[config.mk]
export PLATFORM = sky130hd
export DESIGN_NAME = ssc_tri_gen
export DESIGN_NICKNAME = d
export VERILOG_FILES = /design/src/rtl/ssc_tri_pkg.sv /design/src/rtl/ssc_cfg_latch.sv /design/src/rtl/ssc_phase_seq.sv /design/src/rtl/ssc_ramp_stepper.sv /design/src/rtl/ssc_tri_shape.sv /design/src/rtl/ssc_tri_gen.sv
export SDC_FILE = /design/constraint.sdc
export NUM_CORES = 1
export LEC_CHECK = 0
export CORE_ASPECT_RATIO = 1.5
export CORE_UTILIZATION = 53
export DETAILED_ROUTE_END_ITERATION = 10
export GPL_TIMING_DRIVEN = 0
export PLACE_DENSITY = 0.73
export REMOVE_ABC_BUFFERS = 1
export SETUP_SLACK_MARGIN = 0.5
export SYNTH_ARGS = -nofsm -noshare
export SYNTH_HDL_FRONTEND = slang
export SYNTH_HIERARCHICAL = 1
export SYNTH_SLANG_ARGS = --single-unit
[constraint.sdc]
create_clock -name clk -period 5.9 [get_ports clk]
set_clock_uncertainty 0.1 [all_clocks]
set_input_delay 0.59 -clock clk [delete_from_list [all_inputs] [get_ports clk]]
set_output_delay 0.59 -clock clk [all_outputs]
set_load 0.005 [all_outputs]
[src/rtl/ssc_tri_pkg.sv]
package ssc_tri_pkg;

   // Active configuration, sampled only at a period boundary
   typedef struct packed {
      logic [1:0] spread;
      logic       hi_mult;
   } ssc_cfg_t;

   // Quarter segments of one modulation period, in sweep order
   typedef enum logic [1:0] {
      QTR_UP_POS = 2'd0,
      QTR_DN_POS = 2'd1,
      QTR_DN_NEG = 2'd2,
      QTR_UP_NEG = 2'd3
   } qtr_e;

   function automatic int imax(input int a, input int b);
      return (a > b) ? a : b;
   endfunction

   function automatic int imin(input int a, input int b);
      return (a < b) ? a : b;
   endfunction

endpackage

[src/rtl/ssc_cfg_latch.sv]
module ssc_cfg_latch
   import ssc_tri_pkg::*;
#(
   parameter int QTR_X1  = 177,
   parameter int QTR_X4  = 155,
   parameter int PEAK_C1 = 50,
   parameter int PEAK_C2 = 100,
   parameter int PEAK_C3 = 200,
   parameter int MULT_LO = 1,
   parameter int MULT_HI = 4,
   parameter int PK_W    = 8,
   parameter int CNT_W   = 8,
   parameter int MULT_W  = 3
)(
   input  logic              clk,
   input  logic              rst_n,
   input  logic              load,
   input  logic [1:0]        spread_i,
   input  logic              mult_sel_i,
   output logic [PK_W-1:0]   peak_o,
   output logic [CNT_W-1:0]  qlen_o,
   output logic [MULT_W-1:0] mult_o
);

   ssc_cfg_t cfg_q;

   // Selects load continuously in reset, then only at a period wrap
   always_ff @(posedge clk) begin
      if (!rst_n || load) begin
         cfg_q.spread  <= spread_i;
         cfg_q.hi_mult <= mult_sel_i;
      end
   end

   always_comb begin
      unique case (cfg_q.spread)
         2'd0:    peak_o = '0;
         2'd1:    peak_o = PK_W'(PEAK_C1);
         2'd2:    peak_o = PK_W'(PEAK_C2);
         default: peak_o = PK_W'(PEAK_C3);
      endcase
   end

   assign qlen_o = cfg_q.hi_mult ? CNT_W'(QTR_X4)  : CNT_W'(QTR_X1);
   assign mult_o = cfg_q.hi_mult ? MULT_W'(MULT_HI) : MULT_W'(MULT_LO);

endmodule

[src/rtl/ssc_phase_seq.sv]
module ssc_phase_seq
   import ssc_tri_pkg::*;
#(
   parameter int CNT_W = 8
)(
   input  logic             clk,
   input  logic             rst_n,
   input  logic [CNT_W-1:0] qlen_i,
   output logic [CNT_W-1:0] pos_o,
   output qtr_e             qtr_o,
   output logic             qtr_end_o,
   output logic             wrap_o,
   output logic             at_start_o
);

   logic [CNT_W-1:0] pos_q;
   qtr_e             qtr_q;

   assign qtr_end_o  = (pos_q == (qlen_i - CNT_W'(1)));
   assign wrap_o     = qtr_end_o && (qtr_q == QTR_UP_NEG);
   assign at_start_o = (pos_q == '0) && (qtr_q == QTR_UP_POS);
   assign pos_o      = pos_q;
   assign qtr_o      = qtr_q;

   always_ff @(posedge clk) begin
      if (!rst_n) begin
         pos_q <= '0;
         qtr_q <= QTR_UP_POS;
      end else if (qtr_end_o) begin
         pos_q <= '0;
         qtr_q <= qtr_e'(qtr_q + 2'd1);
      end else begin
         pos_q <= pos_q + CNT_W'(1);
      end
   end

endmodule

[src/rtl/ssc_ramp_stepper.sv]
module ssc_ramp_stepper #(
   parameter int PK_W     = 8,
   parameter int CNT_W    = 8,
   parameter int PEAK_MAX = 200,
   parameter int QTR_MIN  = 155
)(
   input  logic             clk,
   input  logic             rst_n,
   input  logic             restart_i,
   input  logic [PK_W-1:0]  peak_i,
   input  logic [CNT_W-1:0] qlen_i,
   output logic [PK_W-1:0]  mag_o
);

   localparam int SUM_W = ((PK_W > CNT_W) ? PK_W : CNT_W) + 2;

   logic [SUM_W-1:0] err_q;
   logic [SUM_W-1:0] sum;
   logic [SUM_W-1:0] q_ext;
   logic [SUM_W-1:0] rem;
   logic [1:0]       step;

   assign q_ext = SUM_W'(qlen_i);
   assign sum   = err_q + SUM_W'(peak_i);

   // A peak below the quarter length never needs more than one unit per cycle
   generate
      if (PEAK_MAX >= 2 * QTR_MIN) begin : g_bad_ratio
         $error("ssc_ramp_stepper: peak must stay below twice the quarter length");
      end

      if (PEAK_MAX < QTR_MIN) begin : g_one_step
         always_comb begin
            if (sum >= q_ext) begin
               step = 2'd1;
               rem  = sum - q_ext;
            end else begin
               step = 2'd0;
               rem  = sum;
            end
         end
      end else begin : g_two_step
         always_comb begin
            if (sum >= (q_ext << 1)) begin
               step = 2'd2;
               rem  = sum - (q_ext << 1);
            end else if (sum >= q_ext) begin
               step = 2'd1;
               rem  = sum - q_ext;
            end else begin
               step = 2'd0;
               rem  = sum;
            end
         end
      end
   endgenerate

   always_ff @(posedge clk) begin
      if (!rst_n || restart_i) begin
         mag_o <= '0;
         err_q <= '0;
      end else begin
         mag_o <= mag_o + PK_W'(step);
         err_q <= rem;
      end
   end

endmodule

[src/rtl/ssc_tri_shape.sv]
module ssc_tri_shape
   import ssc_tri_pkg::*;
#(
   parameter int PK_W  = 8,
   parameter int OFS_W = 10
)(
   input  qtr_e                     qtr_i,
   input  logic [PK_W-1:0]          mag_i,
   input  logic [PK_W-1:0]          peak_i,
   output logic signed [OFS_W-1:0]  ofs_o
);

   logic signed [OFS_W-1:0] m_s;
   logic signed [OFS_W-1:0] p_s;

   always_comb begin
      m_s = '0;
      p_s = '0;
      m_s[PK_W-1:0] = mag_i;
      p_s[PK_W-1:0] = peak_i;
      unique case (qtr_i)
         QTR_UP_POS: ofs_o = m_s;
         QTR_DN_POS: ofs_o = p_s - m_s;
         QTR_DN_NEG: ofs_o = -m_s;
         QTR_UP_NEG: ofs_o = m_s - p_s;
         default:    ofs_o = '0;
      endcase
   end

endmodule

[src/rtl/ssc_tri_gen.sv]
module ssc_tri_gen
   import ssc_tri_pkg::*;
#(
   parameter int OFS_W   = 10,
   parameter int QTR_X1  = 177,
   parameter int QTR_X4  = 155,
   parameter int PEAK_C1 = 50,
   parameter int PEAK_C2 = 100,
   parameter int PEAK_C3 = 200,
   parameter int MULT_LO = 1,
   parameter int MULT_HI = 4,
   parameter int MULT_W  = 3
)(
   input  logic                    clk,
   input  logic                    rst_n,
   input  logic [1:0]              spread_sel_i,
   input  logic                    mult_sel_i,
   input  logic                    oe_i,
   output logic signed [OFS_W-1:0] ofs_o,
   output logic [MULT_W-1:0]       mult_o,
   output logic                    en_o
);

   localparam int PEAK_MAX = imax(PEAK_C1, imax(PEAK_C2, PEAK_C3));
   localparam int QTR_MAX  = imax(QTR_X1, QTR_X4);
   localparam int QTR_MIN  = imin(QTR_X1, QTR_X4);
   localparam int PK_W     = $clog2(PEAK_MAX + 1);
   localparam int CNT_W    = $clog2(QTR_MAX + 1);

   generate
      if (QTR_MIN < 2) begin : g_bad_qtr
         $error("ssc_tri_gen: quarter length must be at least 2");
      end
      if (PK_W >= OFS_W) begin : g_bad_ofs
         $error("ssc_tri_gen: offset word too narrow for the peak");
      end
      if (imax(MULT_LO, MULT_HI) >= (1 << MULT_W)) begin : g_bad_mult
         $error("ssc_tri_gen: multiplier width too small");
      end
   endgenerate

   logic [PK_W-1:0]  act_peak;
   logic [CNT_W-1:0] act_qlen;
   logic [CNT_W-1:0] pos;
   qtr_e             qtr;
   logic             qtr_end;
   logic             prd_wrap;
   logic             at_start;
   logic [PK_W-1:0]  mag;

   ssc_cfg_latch #(
      .QTR_X1 (QTR_X1), .QTR_X4 (QTR_X4),
      .PEAK_C1(PEAK_C1), .PEAK_C2(PEAK_C2), .PEAK_C3(PEAK_C3),
      .MULT_LO(MULT_LO), .MULT_HI(MULT_HI),
      .PK_W   (PK_W),    .CNT_W  (CNT_W),   .MULT_W (MULT_W)
   ) u_cfg (
      .clk       (clk),
      .rst_n     (rst_n),
      .load      (prd_wrap),
      .spread_i  (spread_sel_i),
      .mult_sel_i(mult_sel_i),
      .peak_o    (act_peak),
      .qlen_o    (act_qlen),
      .mult_o    (mult_o)
   );

   ssc_phase_seq #(.CNT_W(CNT_W)) u_seq (
      .clk       (clk),
      .rst_n     (rst_n),
      .qlen_i    (act_qlen),
      .pos_o     (pos),
      .qtr_o     (qtr),
      .qtr_end_o (qtr_end),
      .wrap_o    (prd_wrap),
      .at_start_o(at_start)
   );

   ssc_ramp_stepper #(
      .PK_W(PK_W), .CNT_W(CNT_W), .PEAK_MAX(PEAK_MAX), .QTR_MIN(QTR_MIN)
   ) u_step (
      .clk      (clk),
      .rst_n    (rst_n),
      .restart_i(qtr_end),
      .peak_i   (act_peak),
      .qlen_i   (act_qlen),
      .mag_o    (mag)
   );

   ssc_tri_shape #(.PK_W(PK_W), .OFS_W(OFS_W)) u_shape (
      .qtr_i (qtr),
      .mag_i (mag),
      .peak_i(act_peak),
      .ofs_o (ofs_o)
   );

   always_ff @(posedge clk) begin
      if (!rst_n) en_o <= 1'b0;
      else        en_o <= oe_i;
   end

endmodule

# [Word-level counts from Yosys, hierarchy flattened]
# Index checks and enable logic that the tools add are counted.
[op_classes] n_addsub=10 n_lt_le_gt_ge=2 n_eq_ne=6 muxes=8 n_bitwise=1 n_reduce_logical=7
[ops] operator="10-bit one-hot mux with 4 select lines" n=1
[ops] operator="8-bit one-hot mux with 3 select lines" n=1
[ops] operator="10-bit two-way mux" n=2
[ops] operator="8-bit by 8-bit subtractor with 9-bit output" n=2
[ops] operator="10-bit by 8-bit adder with 10-bit output" n=1
[ops] operator="10-bit by 8-bit greater-or-equal comparator with 1-bit output" n=1
[ops] operator="10-bit by 9-bit greater-or-equal comparator with 1-bit output" n=1
[ops] operator="8-bit negation with 10-bit output" n=1
[ops] operator="10-bit by 8-bit subtractor with 10-bit output" n=1
[ops] operator="10-bit by 9-bit subtractor with 10-bit output" n=1
[ops] operator="8-bit by 1-bit adder with 8-bit output, second input constant" n=1
[ops] operator="8-bit by 2-bit adder with 8-bit output" n=1
[ops] operator="8-bit == test" n=1
[ops] operator="8-bit by 1-bit subtractor with 8-bit output, second input constant" n=1
[ops] operator="2-bit == test, second input constant" n=3
[ops] operator="6-bit two-way mux" n=1
[ops] operator="2-bit by 1-bit == test with 1-bit output, second input constant" n=2
[ops] operator="2-bit logical NOT" n=2
[ops] operator="3-bit two-way mux" n=1
[ops] operator="2-bit by 1-bit adder with 2-bit output, second input constant" n=1
[ops] operator="1-bit logical OR" n=2
[ops] operator="2-bit two-way mux" n=1
[ops] operator="2-bit OR reduction" n=1
[ops] operator="1-bit logical AND" n=1
[ops] operator="3 further kinds" n=3
[word_totals] register_bits=32 out_inout_bits=14

# [Depth between registers and ports, before layout]
[logic_depth] ltp_word=7 ltp_mapped=22 ltp_nobuf=22

# [Modules after synthesis]
# The synthesis kept the hierarchy.
[modules_own_cells] module="ssc_ramp_stepper" n_inst=1 cells_per_inst=222 area_each_um2=1866.8 seq_area_each_um2=360.3
[modules_own_cells] module="ssc_tri_shape" n_inst=1 cells_per_inst=122 area_each_um2=932.1 seq_area_each_um2=0.0
[modules_own_cells] module="ssc_phase_seq" n_inst=1 cells_per_inst=89 area_each_um2=763.2 seq_area_each_um2=200.2
[modules_own_cells] module="ssc_cfg_latch" n_inst=1 cells_per_inst=27 area_each_um2=260.2 seq_area_each_um2=90.1
[modules_own_cells] module="ssc_tri_gen" n_inst=1 cells_per_inst=2 area_each_um2=26.3 seq_area_each_um2=20.0

# [Least setup slack after synthesis]
# Ideal clock, no wire load.
[synth_timing] path_type="register -> register" from="register u_cfg/cfg_q[1] (netlist bit)" to="register u_step.mag_o[5]" setup_ns=0.071 t_arrival_ns=4.165 slack_ns=1.565 path_stages_with_launch=22 cell_sequence="edfxtp_1 > ha_1 > buf_4 > ha_1 > and3_1 > a221oi_2 > o21bai_1 > a21oi_1 > xnor2_1 > ha_1 > nand4_1 > a21oi_1 > o31ai_1 > nand2_1 > nor2_2 > inv_2 > nor2_1 > ha_1 > a21o_1 > nand2_1 > or3_1 > a21oi_1"
[synth_via] elab_chain_len=7 elab_cells_between_ends=10
[synth_rtl] item="from (decl)" line="ssc_cfg_latch.sv:25" text="ssc_cfg_t cfg_q;"
[synth_rtl] item="2-bit == test, or another cell as far along" line="ssc_cfg_latch.sv:36" text="unique case (cfg_q.spread)"
[synth_rtl] item="8-bit one-hot mux with 3 select lines *" line="ssc_cfg_latch.sv:36"
[synth_rtl] item="via act_peak[1]" line="ssc_tri_gen.sv:42" text="logic [PK_W-1:0] act_peak;"
[synth_rtl] item="10-bit by 8-bit adder with 10-bit output *" line="ssc_ramp_stepper.sv:24" text="assign sum = err_q + SUM_W'(peak_i);"
[synth_rtl] item="10-bit by 8-bit greater-or-equal comparator with 1-bit output" line="ssc_ramp_stepper.sv:47" text="end else if (sum >= q_ext) begin"
[synth_rtl] item="1-bit two-way mux" line="ssc_ramp_stepper.sv:47"
[synth_rtl] item="2-bit two-way mux *" line="ssc_ramp_stepper.sv:44" text="if (sum >= (q_ext << 1)) begin"
[synth_rtl] item="8-bit by 2-bit adder with 8-bit output *" line="ssc_ramp_stepper.sv:63" text="mag_o <= mag_o + PK_W'(step);"
[synth_rtl] item="to (signal assigned)" line="ssc_ramp_stepper.sv:63"
[synth_rtl] item="to (decl)" line="ssc_ramp_stepper.sv:12" text="output logic [PK_W-1:0] mag_o"
# The timed path passes the listed nets; every way through them passes the cells marked *.
# A chain may end at the register's enable or synchronous reset.

# [Worst setup path after layout]
# Ends and elaborated chain as after synthesis.

==> flow_metrics.env <==
export IMPL_vias_per_cell=5.91
export IMPL_place_gp_congestion=0.937
export IMPL_routed_top_layer="met4"
export IMPL_hold_viol=0
export IMPL_fin_setup_tns_ps=0
export IMPL_hp_class="flip-flop to flip-flop"
export IMPL_route_detailed_drc=2
export IMPL_cp_max_fo=10
export IMPL_required_ps=6000
export IMPL_cts_hold_buf=0
export IMPL_outcome="complete, but fails checks"
export IMPL_cts_htree_levels=2
export IMPL_cp_start_kind="flip-flop"
export IMPL_max_stage_delay_ps=440
export IMPL_dr_wl_met3_um=192
export IMPL_die_area_um2=7570
export IMPL_io_pins=20
export IMPL_worstMarginPinSlew_ps=1230
export IMPL_worst_setup_path_type="flip-flop to flip-flop"
export IMPL_post_dp_cell_area_um2=3940
export IMPL_cts_root_buf="clkbuf_8"
export IMPL_crit_chain="ha_1, ha_1, and3_1, a221oi_2, o21bai_1, a21oi_1, xnor2_1, ha_1, nand4_1, a21oi_1, o31ai_1, nand2_1, nor2_4, inv_2, nor2_1, ha_1, a21o_1, nand2_1, or3_1, a21oi_1"
export IMPL_dieWidth_um=71.4
export IMPL_violations="DRC"
export IMPL_final_util=0.591
export IMPL_ant_nets=0
export IMPL_wl_met2_mm=4.66
export IMPL_diodes=0
export IMPL_met1_length_mm=3.35
export IMPL_drv_slew=0
export IMPL_crit_top_cell="ha_1"
export IMPL_cts_buffers=5
export IMPL_finalCriticalPeriod_ps=4940
export IMPL_drive_above_1_share=0.0687
export IMPL_initial_core_util=0.555
export IMPL_vdd_drop_max_v=0.000285
export IMPL_synth_warnings=6
export IMPL_dr_pass1_iters=7
export IMPL_post_synth_cell_area_avg_um2=8.34
export IMPL_slowest_stage="a221oi_2"
export IMPL_design_area_um2=4080
export IMPL_whs_ps=445
export IMPL_synthesis_area_um2=3830
export IMPL_track_usage=0.238
export IMPL_first_iter_violations=141
export IMPL_numClockSinks=32
export IMPL_clk_pin_slew_ps=80
export IMPL_rows=37
export IMPL_die_height_um=106
export IMPL_wl_mm=8.42
export IMPL_routedWlPerCell_um=15.5
export IMPL_core_um2=6900
export IMPL_cts_tree="built"
export IMPL_area_delta_synth_final_pct=6.57
export IMPL_p_per_area_nw_per_um2=467
export IMPL_arrival_ps=5050
export IMPL_clock_latency_ps=290
export IMPL_setup_violations=0
export IMPL_crit_buf_inv=1
export IMPL_rsz0062_at_grt="false"
export IMPL_grt_start_max_net_pins=17
export IMPL_max_slew_margin=0.176
export IMPL_io_buffers=18
export IMPL_crit_family="compound AO/OA/AOI/OAI gates"
export IMPL_power_w=0.00191
export IMPL_min_period_over_period=0.838
export IMPL_cap_violations=0
export IMPL_nNetsFinal=529
export IMPL_vias=3213
export IMPL_dp_hpwl_mm=6.77
export IMPL_ctsLongestPathBuffers=2
export IMPL_p_leak_nw=1.78
export IMPL_fmax_mhz=202
export IMPL_overflow=0
export IMPL_synthCells=459
export IMPL_reg2reg_slack_ps=960
export IMPL_antenna_found_initial=0
export IMPL_grt_pass1_vias=3242
export IMPL_grt_pass1_wl_mm=14.4
export IMPL_endpoint_kind="flip-flop"
cell type report:
cell class,instances,area (µm²)
timing repair buffer,19,188
multi-input combinational,359,2830
clock buffer,5,68.8
fill,617,2820
inverter,48,180
tap,78,97.6
clock inverter,3,42.5
sequential,32,671
final timing paths:
| kind | start | endpoint | cells after the start |
|---|---|---|---|
| setup / recovery | u_cfg/cfg_q[1] | u_step/mag_o[5] | 20 |
| hold reg to reg | u_step/mag_o[5] | u_step/mag_o[5] | 2 |
| hold / removal | u_step/mag_o[5] | u_step/mag_o[5] | 2 |
| setup reg to reg | u_cfg/cfg_q[1] | u_step/mag_o[5] | 20 |
worst register-to-register path, delay by kind of cell, from the launching register on:
family | cells | cell delay (ps)
AOI/OAI and AO/OA | 7 | 1470
and+or+nand+nor | 7 | 1240
buffers and inverters | 1 | 120
DFF | 1 | 420
adders and majority gates | 4 | 1280
xor gates and xnor gates | 1 | 210
flip-flops by register name, summed over array words and instances, names as in the netlist:
signal / count
u_cfg/cfg_q: 3
u_seq/qtr_o: 2
u_seq/pos_o: 8
u_step/err_q: 10
u_step/mag_o: 8
en_o: 1
report_power, final:
group          internal [W]  switching [W]  total, W
sequential         0.000267      0.0000405  0.000308
clock              0.000125      0.0000848  0.000210
combinational      0.000611       0.000777   0.00139
layer usage:
metal	vias to the layer above	GRT usage
met5	-	0
met4	0	0.109
met1	1519	0.240
li1	1623	-
met2	56	0.477
met3	15	0.0180
per-stage QoR:
| step | cells | setup WS, ps |
|---|---|---|
| finish | 544 | 955 |
| global route | 544 | 609 |
| CTS | 543 | 620 |
| detailed placement | 535 | 647 |
| global placement | 535 | 743 |
| floorplan | 439 | 1450 |
layout by cell type, fill, tap and decap left out, types with 8 or more instances in the layout:
master,instances
a21o_1,13
a21oi_1,31
clkdlybuf4s50_1,18
dfxtp_1,29
ha_1,51
inv_1,47
mux2i_1,14
nand2_1,20
nand3_1,11
nor2_1,28
nor3b_1,8
o21ai_0,22
xnor2_1,29
xor2_1,18
what timing repair did:
action / in CTS / in global routing
resized for setup: 0 / 3
setup buffers: 0 / 1
endpoints found under the setup margin: 0 / 7
Power figures use the tool's default switching activity.
